==> src/rtl/usb_rx_pkg.sv <==
package usb_rx_pkg;

   // Encoding is {dm, dp}: J = 01, K = 10.
   typedef enum logic [1:0] {
      LS_SE0 = 2'b00,
      LS_J   = 2'b01,
      LS_K   = 2'b10,
      LS_SE1 = 2'b11
   } line_t;

   function automatic logic is_diff(input line_t s);
      return (s == LS_J) || (s == LS_K);
   endfunction

endpackage

==> src/rtl/usb_rx_line_state.sv <==
module usb_rx_line_state
   import usb_rx_pkg::*;
#(
   parameter bit IN_REG = 1'b1
) (
   input  logic  clk,
   input  logic  rst,
   input  logic  dp,
   input  logic  dm,
   output line_t ls
);

   line_t ls_raw;

   always_comb begin
      unique case ({dm, dp})
         2'b01:   ls_raw = LS_J;
         2'b10:   ls_raw = LS_K;
         2'b00:   ls_raw = LS_SE0;
         default: ls_raw = LS_SE1;
      endcase
   end

   generate
      if (IN_REG) begin : g_reg
         line_t ls_q;
         always_ff @(posedge clk) begin
            if (rst) ls_q <= LS_J;
            else     ls_q <= ls_raw;
         end
         assign ls = ls_q;
      end else begin : g_comb
         assign ls = ls_raw;
      end
   endgenerate

endmodule

==> src/rtl/usb_rx_run_tracker.sv <==
module usb_rx_run_tracker
   import usb_rx_pkg::*;
#(
   parameter int OVS   = 4,
   parameter int CNT_W = 8
) (
   input  logic             clk,
   input  logic             rst,
   input  line_t            ls,
   output logic             commit,
   output line_t            cur,
   output line_t            nxt,
   output logic [CNT_W-1:0] old_bits,
   output logic             mid_bit
);

   localparam int               SH    = $clog2(OVS);
   localparam int               FIRST = OVS + OVS / 2 + 1;
   localparam logic [CNT_W-1:0] CMAX  = '1;

   generate
      if ((1 << SH) != OVS || OVS < 4) begin : g_bad_ovs
         $error("OVS must be a power of two of at least 4");
      end
      if (CNT_W < SH + 2) begin : g_bad_cnt
         $error("CNT_W too small for OVS");
      end
   endgenerate

   line_t            ls_d, cur_q;
   logic [CNT_W-1:0] cnt_q, cnt_nx;
   logic [CNT_W:0]   len_rnd;
   logic [CNT_W-1:0] off;

   assign commit = (ls == ls_d) && (ls != cur_q);
   assign cur    = cur_q;
   assign nxt    = ls;

   always_comb begin
      if (commit)             cnt_nx = CNT_W'(2);
      else if (cnt_q == CMAX) cnt_nx = CMAX;
      else                    cnt_nx = cnt_q + 1'b1;
   end

   // cnt_q counts the finished run plus the first sample of the new state.
   assign len_rnd  = {1'b0, cnt_q} + (CNT_W + 1)'(OVS / 2 - 1);
   assign old_bits = CNT_W'(len_rnd >> SH);

   assign off     = cnt_nx - CNT_W'(FIRST);
   assign mid_bit = !commit && (cnt_q != CMAX) &&
                    (cnt_nx >= CNT_W'(FIRST)) && (off[SH-1:0] == '0);

   always_ff @(posedge clk) begin
      if (rst) begin
         ls_d  <= LS_J;
         cur_q <= LS_J;
         cnt_q <= CNT_W'(2);
      end else begin
         ls_d  <= ls;
         cnt_q <= cnt_nx;
         if (commit) cur_q <= ls;
      end
   end

   p_min_run_r5 : assert property (@(posedge clk) disable iff (rst)
      commit |-> (cnt_q >= CNT_W'(3)));

endmodule

==> src/rtl/usb_rx_unstuff.sv <==
module usb_rx_unstuff
   import usb_rx_pkg::*;
#(
   parameter int CNT_W          = 8,
   parameter int STUFF_LIMIT    = 6,
   parameter int RESET_MIN_BITS = 4
) (
   input  logic             clk,
   input  logic             rst,
   input  logic             commit,
   input  line_t            cur,
   input  line_t            nxt,
   input  logic [CNT_W-1:0] old_bits,
   input  logic             mid_bit,
   output logic             bit_valid,
   output logic             bit_data,
   output logic             eop,
   output logic             bus_rst,
   output logic             stuff_err
);

   localparam int                ONES_W = $clog2(STUFF_LIMIT + 2);
   localparam logic [ONES_W-1:0] LIM    = ONES_W'(STUFF_LIMIT);
   localparam logic [ONES_W-1:0] OVER   = ONES_W'(STUFF_LIMIT + 1);

   generate
      if (STUFF_LIMIT < 1) begin : g_bad_lim
         $error("STUFF_LIMIT must be positive");
      end
      if (RESET_MIN_BITS < 2 || RESET_MIN_BITS >= (1 << CNT_W) / 8) begin : g_bad_rst
         $error("RESET_MIN_BITS out of range for CNT_W");
      end
   endgenerate

   logic              in_pkt_q, in_pkt_d;
   logic [ONES_W-1:0] ones_q, ones_d;
   logic              bv_d, bd_d, eop_d, rst_d, err_d;
   logic              bv_q, bd_q, eop_q, rstp_q, err_q;

   always_comb begin
      in_pkt_d = in_pkt_q;
      ones_d   = ones_q;
      bv_d     = 1'b0;
      bd_d     = 1'b0;
      eop_d    = 1'b0;
      rst_d    = 1'b0;
      err_d    = 1'b0;
      if (commit) begin
         if (cur == LS_SE0) begin
            if (old_bits < CNT_W'(RESET_MIN_BITS)) eop_d = 1'b1;
            else                                   rst_d = 1'b1;
            in_pkt_d = 1'b0;
            ones_d   = '0;
         end else if (is_diff(cur) && is_diff(nxt)) begin
            in_pkt_d = 1'b1;
            ones_d   = '0;
            if (ones_q != LIM) bv_d = 1'b1;
         end else begin
            ones_d = '0;
         end
      end else if (mid_bit && in_pkt_q && is_diff(cur)) begin
         if (ones_q < LIM) begin
            bv_d   = 1'b1;
            bd_d   = 1'b1;
            ones_d = ones_q + 1'b1;
         end else if (ones_q == LIM) begin
            err_d  = 1'b1;
            ones_d = OVER;
         end
      end
   end

   always_ff @(posedge clk) begin
      if (rst) begin
         in_pkt_q <= 1'b0;
         ones_q   <= '0;
         bv_q     <= 1'b0;
         bd_q     <= 1'b0;
         eop_q    <= 1'b0;
         rstp_q   <= 1'b0;
         err_q    <= 1'b0;
      end else begin
         in_pkt_q <= in_pkt_d;
         ones_q   <= ones_d;
         bv_q     <= bv_d;
         bd_q     <= bd_d;
         eop_q    <= eop_d;
         rstp_q   <= rst_d;
         err_q    <= err_d;
      end
   end

   assign bit_valid = bv_q;
   assign bit_data  = bd_q;
   assign eop       = eop_q;
   assign bus_rst   = rstp_q;
   assign stuff_err = err_q;

   p_stuffed_zero_dropped_r3 : assert property (@(posedge clk) disable iff (rst)
      (bv_q && !bd_q) |-> ($past(ones_q) != LIM));

   p_err_at_limit_r4 : assert property (@(posedge clk) disable iff (rst)
      err_q |-> ($past(ones_q) == LIM));

   p_idle_no_ones_r8 : assert property (@(posedge clk) disable iff (rst)
      (bv_q && bd_q) |-> $past(in_pkt_q));

endmodule

==> src/rtl/usb_fs_line_rx.sv <==
module usb_fs_line_rx
   import usb_rx_pkg::*;
#(
   parameter int OVS            = 4,
   parameter int CNT_W          = 8,
   parameter int STUFF_LIMIT    = 6,
   parameter int RESET_MIN_BITS = 4,
   parameter bit IN_REG         = 1'b1
) (
   input  logic clk,
   input  logic rst,
   input  logic dp,
   input  logic dm,
   output logic bit_valid,
   output logic bit_data,
   output logic eop,
   output logic bus_rst,
   output logic stuff_err
);

   line_t            ls, cur, nxt;
   logic             commit, mid_bit;
   logic [CNT_W-1:0] old_bits;

   usb_rx_line_state #(.IN_REG(IN_REG)) u_line (
      .clk (clk),
      .rst (rst),
      .dp  (dp),
      .dm  (dm),
      .ls  (ls)
   );

   usb_rx_run_tracker #(.OVS(OVS), .CNT_W(CNT_W)) u_track (
      .clk      (clk),
      .rst      (rst),
      .ls       (ls),
      .commit   (commit),
      .cur      (cur),
      .nxt      (nxt),
      .old_bits (old_bits),
      .mid_bit  (mid_bit)
   );

   usb_rx_unstuff #(
      .CNT_W          (CNT_W),
      .STUFF_LIMIT    (STUFF_LIMIT),
      .RESET_MIN_BITS (RESET_MIN_BITS)
   ) u_unstuff (
      .clk       (clk),
      .rst       (rst),
      .commit    (commit),
      .cur       (cur),
      .nxt       (nxt),
      .old_bits  (old_bits),
      .mid_bit   (mid_bit),
      .bit_valid (bit_valid),
      .bit_data  (bit_data),
      .eop       (eop),
      .bus_rst   (bus_rst),
      .stuff_err (stuff_err)
   );

   p_single_event_r10 : assert property (@(posedge clk) disable iff (rst)
      $onehot0({bit_valid, eop, bus_rst, stuff_err}));

   p_end_after_se0_r6 : assert property (@(posedge clk) disable iff (rst)
      (eop || bus_rst) |-> ($past(cur) == LS_SE0));

endmodule

==> config.mk <==
export PLATFORM = sky130hd
export DESIGN_NAME = usb_fs_line_rx
export DESIGN_NICKNAME = d
export VERILOG_FILES = /design/src/rtl/usb_rx_pkg.sv /design/src/rtl/usb_rx_line_state.sv /design/src/rtl/usb_rx_run_tracker.sv /design/src/rtl/usb_rx_unstuff.sv /design/src/rtl/usb_fs_line_rx.sv
export SDC_FILE = /design/constraint.sdc
export NUM_CORES = 1
export LEC_CHECK = 0
export ABC_AREA = 1
export CORE_AREA = 2 2 46 65
export CTS_CLUSTER_DIAMETER = 30
export DETAILED_ROUTE_END_ITERATION = 8
export DIE_AREA = 0 0 48 67
export DONT_BUFFER_PORTS = 1
export GPL_ROUTABILITY_DRIVEN = 0
export SKIP_LAST_GASP = 1
export SYNTH_ARGS = -nofsm -noshare
export SYNTH_HDL_FRONTEND = slang
export SYNTH_SLANG_ARGS = --single-unit
==> constraint.sdc <==
create_clock -name clk -period 2.8 [get_ports clk]
set_input_delay 0.56 -clock clk [delete_from_list [all_inputs] [get_ports clk]]
set_output_delay 0.56 -clock clk [all_outputs]
set_load 0.01 [all_outputs]
== Yosys cells after proc, flatten, opt, wreduce, memory -nomap -nowiden ==
Index checks and enable logic that the tools add are counted.
Operators by class
  reduce and logical (&&, ||, !) cells: 20
  add/subtract/negate cells: 4
  bitwise logic cells: 3
  magnitude comparators: 3
  equality and inequality tests: 12
  multiplexer cells: 16
Operators with widths (number)
  2-to-1 mux 8 bit: 2
  2-to-1 mux 1 bit: 11
  adder 8 x 1 -> 9 bit, second input constant: 1
  adder 8 x 1 -> 8 bit, second input constant: 1
  equality test 8 bit, second input constant: 1
  >= comparator 8 x 3 -> 1 bit, second input constant: 1
  != test 8 bit, second input constant: 1
  logical AND 1 bit: 7
  less-than comparator 7 x 3 -> 1 bit, second input constant: 1
  equality test 2 x 1 -> 1 bit, second input constant: 3
  equality test 2 bit, second input constant: 3
  zero test 2 bit: 3
  2-to-1 mux 3 bit: 2
  one-hot mux 2 bit (3 select lines): 1
  AND reduction 2 bit: 2
  nonzero test 2 bit: 2
  OR reduction 4 bit: 1
  adder 3 x 1 -> 3 bit, second input constant: 1
  equality test 3 bit, second input constant: 1
  less-than comparator 3 bit, second input constant: 1
  != test 3 bit, second input constant: 1
  NOT 1 bit: 3
  OR reduction 3 bit: 1
  equality test 2 bit: 1
  5 further kinds: 6
Storage, ports and cells
  logic and storage cells: 69
  input port bits: 4
  output and inout port bits: 5
  register bits: 23

== Depth between registers and ports, before layout ==
  depth in word-level cells: 10
  depth in mapped cells: 12

== Modules after synthesis ==
A second synthesis with hierarchy kept.
Second synthesis, totals
  cell total of the unflattened synthesis: 171
  area total of the unflattened synthesis: 1178.6 µm²
By module, submodules not included
  usb_rx_run_tracker: cells an instance 98, instances 1, area an instance 663.1 µm²
  usb_rx_unstuff: cells an instance 66, instances 1, area an instance 456.7 µm²
  usb_rx_line_state: cells an instance 7, instances 1, area an instance 58.8 µm²

== Least setup slack after synthesis ==
No wires, ideal clock.
  kind: flip-flop to flip-flop
  from: reg u_track.cnt_q[0]
  to: reg u_unstuff.ones_q[1]
  arrival time: 1.411 ns
  slack: 1.275 ns
  path buffers: 1
  cell stages (with the launch flop): 13
  library setup time: 0.114 ns
  period minus slack after synthesis: 1.525 ns
  required time: 2.686 ns
  path through: dfxtp_1 ha_1 nand3_1 inv_1 nand2_2 buf_6 nand3_2 nor2_1 nand2_2 nand2_1 nand2_1 nand2_1 nor2_2
On the way
  cells in the longest elaborated chain, start to end: 9
  elaborated cells between the ends (all ways): 14
  classes of those cells: add/sub (2); order compare (1); eq/ne (2); mux (2); reduce/logical (7)
Ends and longest elaborated chain
  start, declared: line usb_rx_run_tracker.sv:31  | logic [CNT_W-1:0] cnt_q, cnt_nx;
  start signal, assigned: line usb_rx_run_tracker.sv:60  | cnt_q <= cnt_nx;
  adder 8 x 1 -> 8 bit / equality test 8 bit (equally long branches): line usb_rx_run_tracker.sv:42, usb_rx_run_tracker.sv:41
  2-to-1 mux 8 bit: line usb_rx_run_tracker.sv:41  | else if (cnt_q == CMAX) cnt_nx = CMAX;
  2-to-1 mux 8 bit: line usb_rx_run_tracker.sv:40  | if (commit) cnt_nx = CNT_W'(2);
  >= comparator 8 x 3 -> 1 bit / subtractor 2 bit (equally long branches): line usb_rx_run_tracker.sv:51, usb_rx_run_tracker.sv:49
  logical AND 1 bit / zero test 2 bit (equally long branches): line usb_rx_run_tracker.sv:50, usb_rx_run_tracker.sv:51
  logical AND 1 bit (*): line usb_rx_run_tracker.sv:51  | (cnt_nx >= CNT_W'(FIRST)) && (off[SH-1:0] == '0);
  logical AND 1 bit (*) (2 in a row): line usb_rx_unstuff.sv:61  | end else if (mid_bit && in_pkt_q && is_diff(cur)) begin
  AND reduction 2 bit (no source line) (*)
  end signal, assigned: line usb_rx_unstuff.sv:84  | ones_q <= ones_d;
  end, declared: line usb_rx_unstuff.sv:36  | logic [ONES_W-1:0] ones_q, ones_d;
Every way passes the cells marked *; elsewhere a longest branch is shown, timed or not.
A chain may end at the register's enable or synchronous reset.

== Worst setup path after layout ==
Ends and elaborated chain as after synthesis.

==> impl_metrics.py <==
metrics = {
    "timing": {
        "setup_viol": 0,
        "finalCriticalPeriod_ns": 1.67,
        "worstMarginPinSlew_ns": 0.245,
        "finalHoldViolations": 0,
        "finalClockSkew_ns": 0.00217,
        "fmax_mhz": 598,
        "fin_setup_tns_ns": 0,
        "setup_ws_ns": 1.13,
        "relSlewSlack_pct": 83.5,
        "finalMaxSlewViolations": 0,
        "rsz0062_at_grt": "no",
        "fin_crit_sh_pct": 59.8,
    },
    "pwr": {
        "ir_drop_uv": 250,
        "cellPowerDensity_nw_per_um2": 486,
        "p_leak_uw": 0.000548,
    },
    "logic_synthesis": {
        "synth-simple-area-share_pct": 35.5,
        "synth_fa_ha_area_share_pct": 4.22,
        "synth_seq_cells": 23,
        "synth_warnings": 0,
        "synthMuxAreaShare_pct": 0,
        "synth_top_family_by_area": "simple AND/OR/NAND/NOR gates",
        "synth_fp_nets": 161,
        "synth_xor_area_share_pct": 2.22,
        "seq_area_frac_synth_pct": 38.9,
        "ys_types": 27,
        "syn_area_per_cell_sq_um": 7.74,
        "synth_area_sq_um": 1180,
        "synthCells": 153,
        "synth_compound_area_share_pct": 9.40,
    },
    "cts": {
        "numCtsBuffers": 3,
        "cts-root-buf": "clkbuf_4",
        "htreeDepth": 1,
        "cts_setup_buffers": 0,
        "cts_hold_buf": 0,
        "cts.sinks": 23,
        "clkLatencyLatePin_ns": 0.31,
        "clk_pin_slew_ns": 0.12,
        "clockBufferDepth": 2,
        "cts_resized": 0,
        "cts_tree": "built",
    },
    "layout": {
        "final_common_cell": "nand2_1",
        "antenna_cells": 0,
        "seq_area_sq_um": 460,
        "final_cell_mix": "nand2_1 (32), inv_1 (23), dfxtp_1 (23)",
        "drive_gt1_share_pct": 20.0,
        "design_area_sq_um": 1230,
        "fill_cells": 261,
        "area_delta_synth_final_pct": 4.22,
        "multi_input_area_sq_um": 608,
        "nets": 164,
    },
    "worst_setup_path": {
        "path_cells": "ha_1, nand3_1, inv_1, nand2_2, nand3_2, nor2_1, nand2_2, nand2_1, nand2_1, nand2_1, nor2_2",
        "cp_slowest_stage_delay_ns": 0.37,
        "critPathBufInv": 1,
        "r2r-start": "u_track.cnt_q[0]",
        "worstPathRequired_ns": 3.02,
        "crit_slowest_cell": "dfxtp_1",
        "crit_top_cell": "nand2_1",
        "crit_family": "simple AND/OR/NAND/NOR gates",
        "crit_type": "register to register",
        "startpoint": "u_track.cnt_q[0]",
        "r2r.worst_path.cells": 11,
        "critPathMaxFanout": 11,
        "worst_setup_path_end_kind": "register",
        "r2r_end": "u_unstuff.ones_q[1]",
        "arrival_ns": 1.90,
        "path_depth": 11,
        "startpoint_type": "register",
        "r2r_slack_ns": 1.13,
        "endpoint": "u_unstuff.ones_q[1]",
    },
    "outcome": {
        "status": "completed",
    },
    "drt": {
        "first_pass_iters": 4,
        "detail_route.wl_per_cell_um": 10.4,
        "drt-total-wl_um": 1990,
        "drt-initial-drc-count": 25,
        "vias": 930,
        "antenna_left": 0,
        "route.detailed.drc": 0,
        "viasPerCell": 4.87,
    },
    "placed_design": {
        "dp_slack_ns": 1.14,
        "port_buffers": 0,
        "dpl.hpwl_um": 1590,
        "place_area_sq_um": 1210,
    },
    "die": {
        "ios": 9,
        "die_y_um": 67,
        "die-area_sq_um": 3220,
        "start_util_pct": 45.3,
        "die_w_um": 48,
        "num_rows": 22,
        "core_sq_um": 2620,
    },
    "worst_hold_path": {
        "hold_path.class": "primary input to register",
    },
    "grt": {
        "grt_pass1_vias": 825,
        "grt-ovfl-total": 0,
        "antenna_found_initial": 0,
        "grt_max_degree": 14,
        "grt_pass1_wl_um": 3280,
        "grtUsageTotal_pct": 14.5,
    },
    "job": {
        "cap_violations": 0,
    },
}
[report_power, final]
group	total, uW	internal, uW	switching, uW
Combinational	89.7	33.8	56.0
Sequential	358	342	15.7
Clock	153	53.4	99.3
[cells by family (layout without fill, tap and decap cells)]
logic type,Yosys count,after routing
AOI/OAI and AO/OA,17,17
and+or+nand+nor,79,79
buffers and inverters,27,29
xor gates and xnor gates,3,3
DFF,23,23
adders and majority gates,4,4
[final cells by class]
class	instances	area share, %
clock buffers	3	1.82
clock inverters	1	0.405
inverters	25	7.60
multi-input cells	103	49.2
flip-flops and latches	23	37.3
well taps	36	3.65
[registers in the layout (all words and copies together), names as in the netlist, 2 cells and up]
signal,flops
u_track.ls_d,2
u_unstuff.ones_q,3
u_track.cur,2
u_track.cnt_q,8
u_line.ls,2
[worst reg2reg max path, delay by kind of cell (launching register included)]
family	cells	cell delay (ns)
fa+ha+maj	1	0.26
buf+inv	1	0.06
flops	1	0.37
simple gates	9	0.89
[per-layer routing]
layer | vias to the layer above | share of wire (%) | GRT usage (%) | wire, um
met5 | - | 0 | 0 | 0
met1 | 417 | 46 | 16.3 | 909
met3 | 5 | 2.2 | 3.79 | 44
met2 | 10 | 50 | 23.8 | 999
met4 | 0 | 1.9 | 7.09 | 37
li1 | 498 | - | - | -
[through the flow]
stage	cells	total power, uW	util, %	hold slack (ns)
2_1_floorplan	153	443	-	0.432
3_3_place_gp	187	454	46.2	0.452
3_5_place_dp	187	456	46.2	0.462
4_1_cts	191	610	47.2	0.288
5_1_grt	191	634	47.2	0.281
6_report	191	600	47.2	0.297
[worst min path at each step]
stage	from	endpoint	slack [ns]	depth (start not counted)
3_3_place_gp	u_unstuff.in_pkt_q	u_unstuff.in_pkt_q	0.45	2
6_report	rst	u_line.ls[1]	0.30	1
2_1_floorplan	u_unstuff.in_pkt_q	u_unstuff.in_pkt_q	0.43	2
4_1_cts	rst	u_line.ls[1]	0.29	1
3_5_place_dp	u_unstuff.in_pkt_q	u_unstuff.in_pkt_q	0.46	2
5_1_grt	rst	u_line.ls[1]	0.28	1
[synthesized netlist by cell type]
master / n / area share (%)
nand2_1: 32 / 10
dfxtp_1: 23 / 39
inv_1: 23 / 7.3
nand3_1: 10 / 4.2
nand2_2: 9 / 4.8
nor2_1: 8 / 2.5
a21oi_1: 7 / 3.0
nand4_1: 5 / 2.6
nor2_2: 5 / 2.6
ha_1: 4 / 4.2
nand3_2: 3 / 2.5
xnor2_1: 3 / 2.2
a31oi_1: 2 / 1.1
buf_6: 2 / 1.9
inv_2: 2 / 0.63
nor2_4: 2 / 1.9
o21ai_0: 2 / 0.84
or2_2: 2 / 1.1
a211oi_1: 1 / 0.63
a21oi_2: 1 / 0.74
a21oi_4: 1 / 1.4
nand3_4: 1 / 1.5
nor4_1: 1 / 0.53
nor4_2: 1 / 1.1
o21ai_1: 1 / 0.42
o221ai_1: 1 / 0.74
o31ai_1: 1 / 0.63
Note: power is estimated with default switching activity, not from simulation.
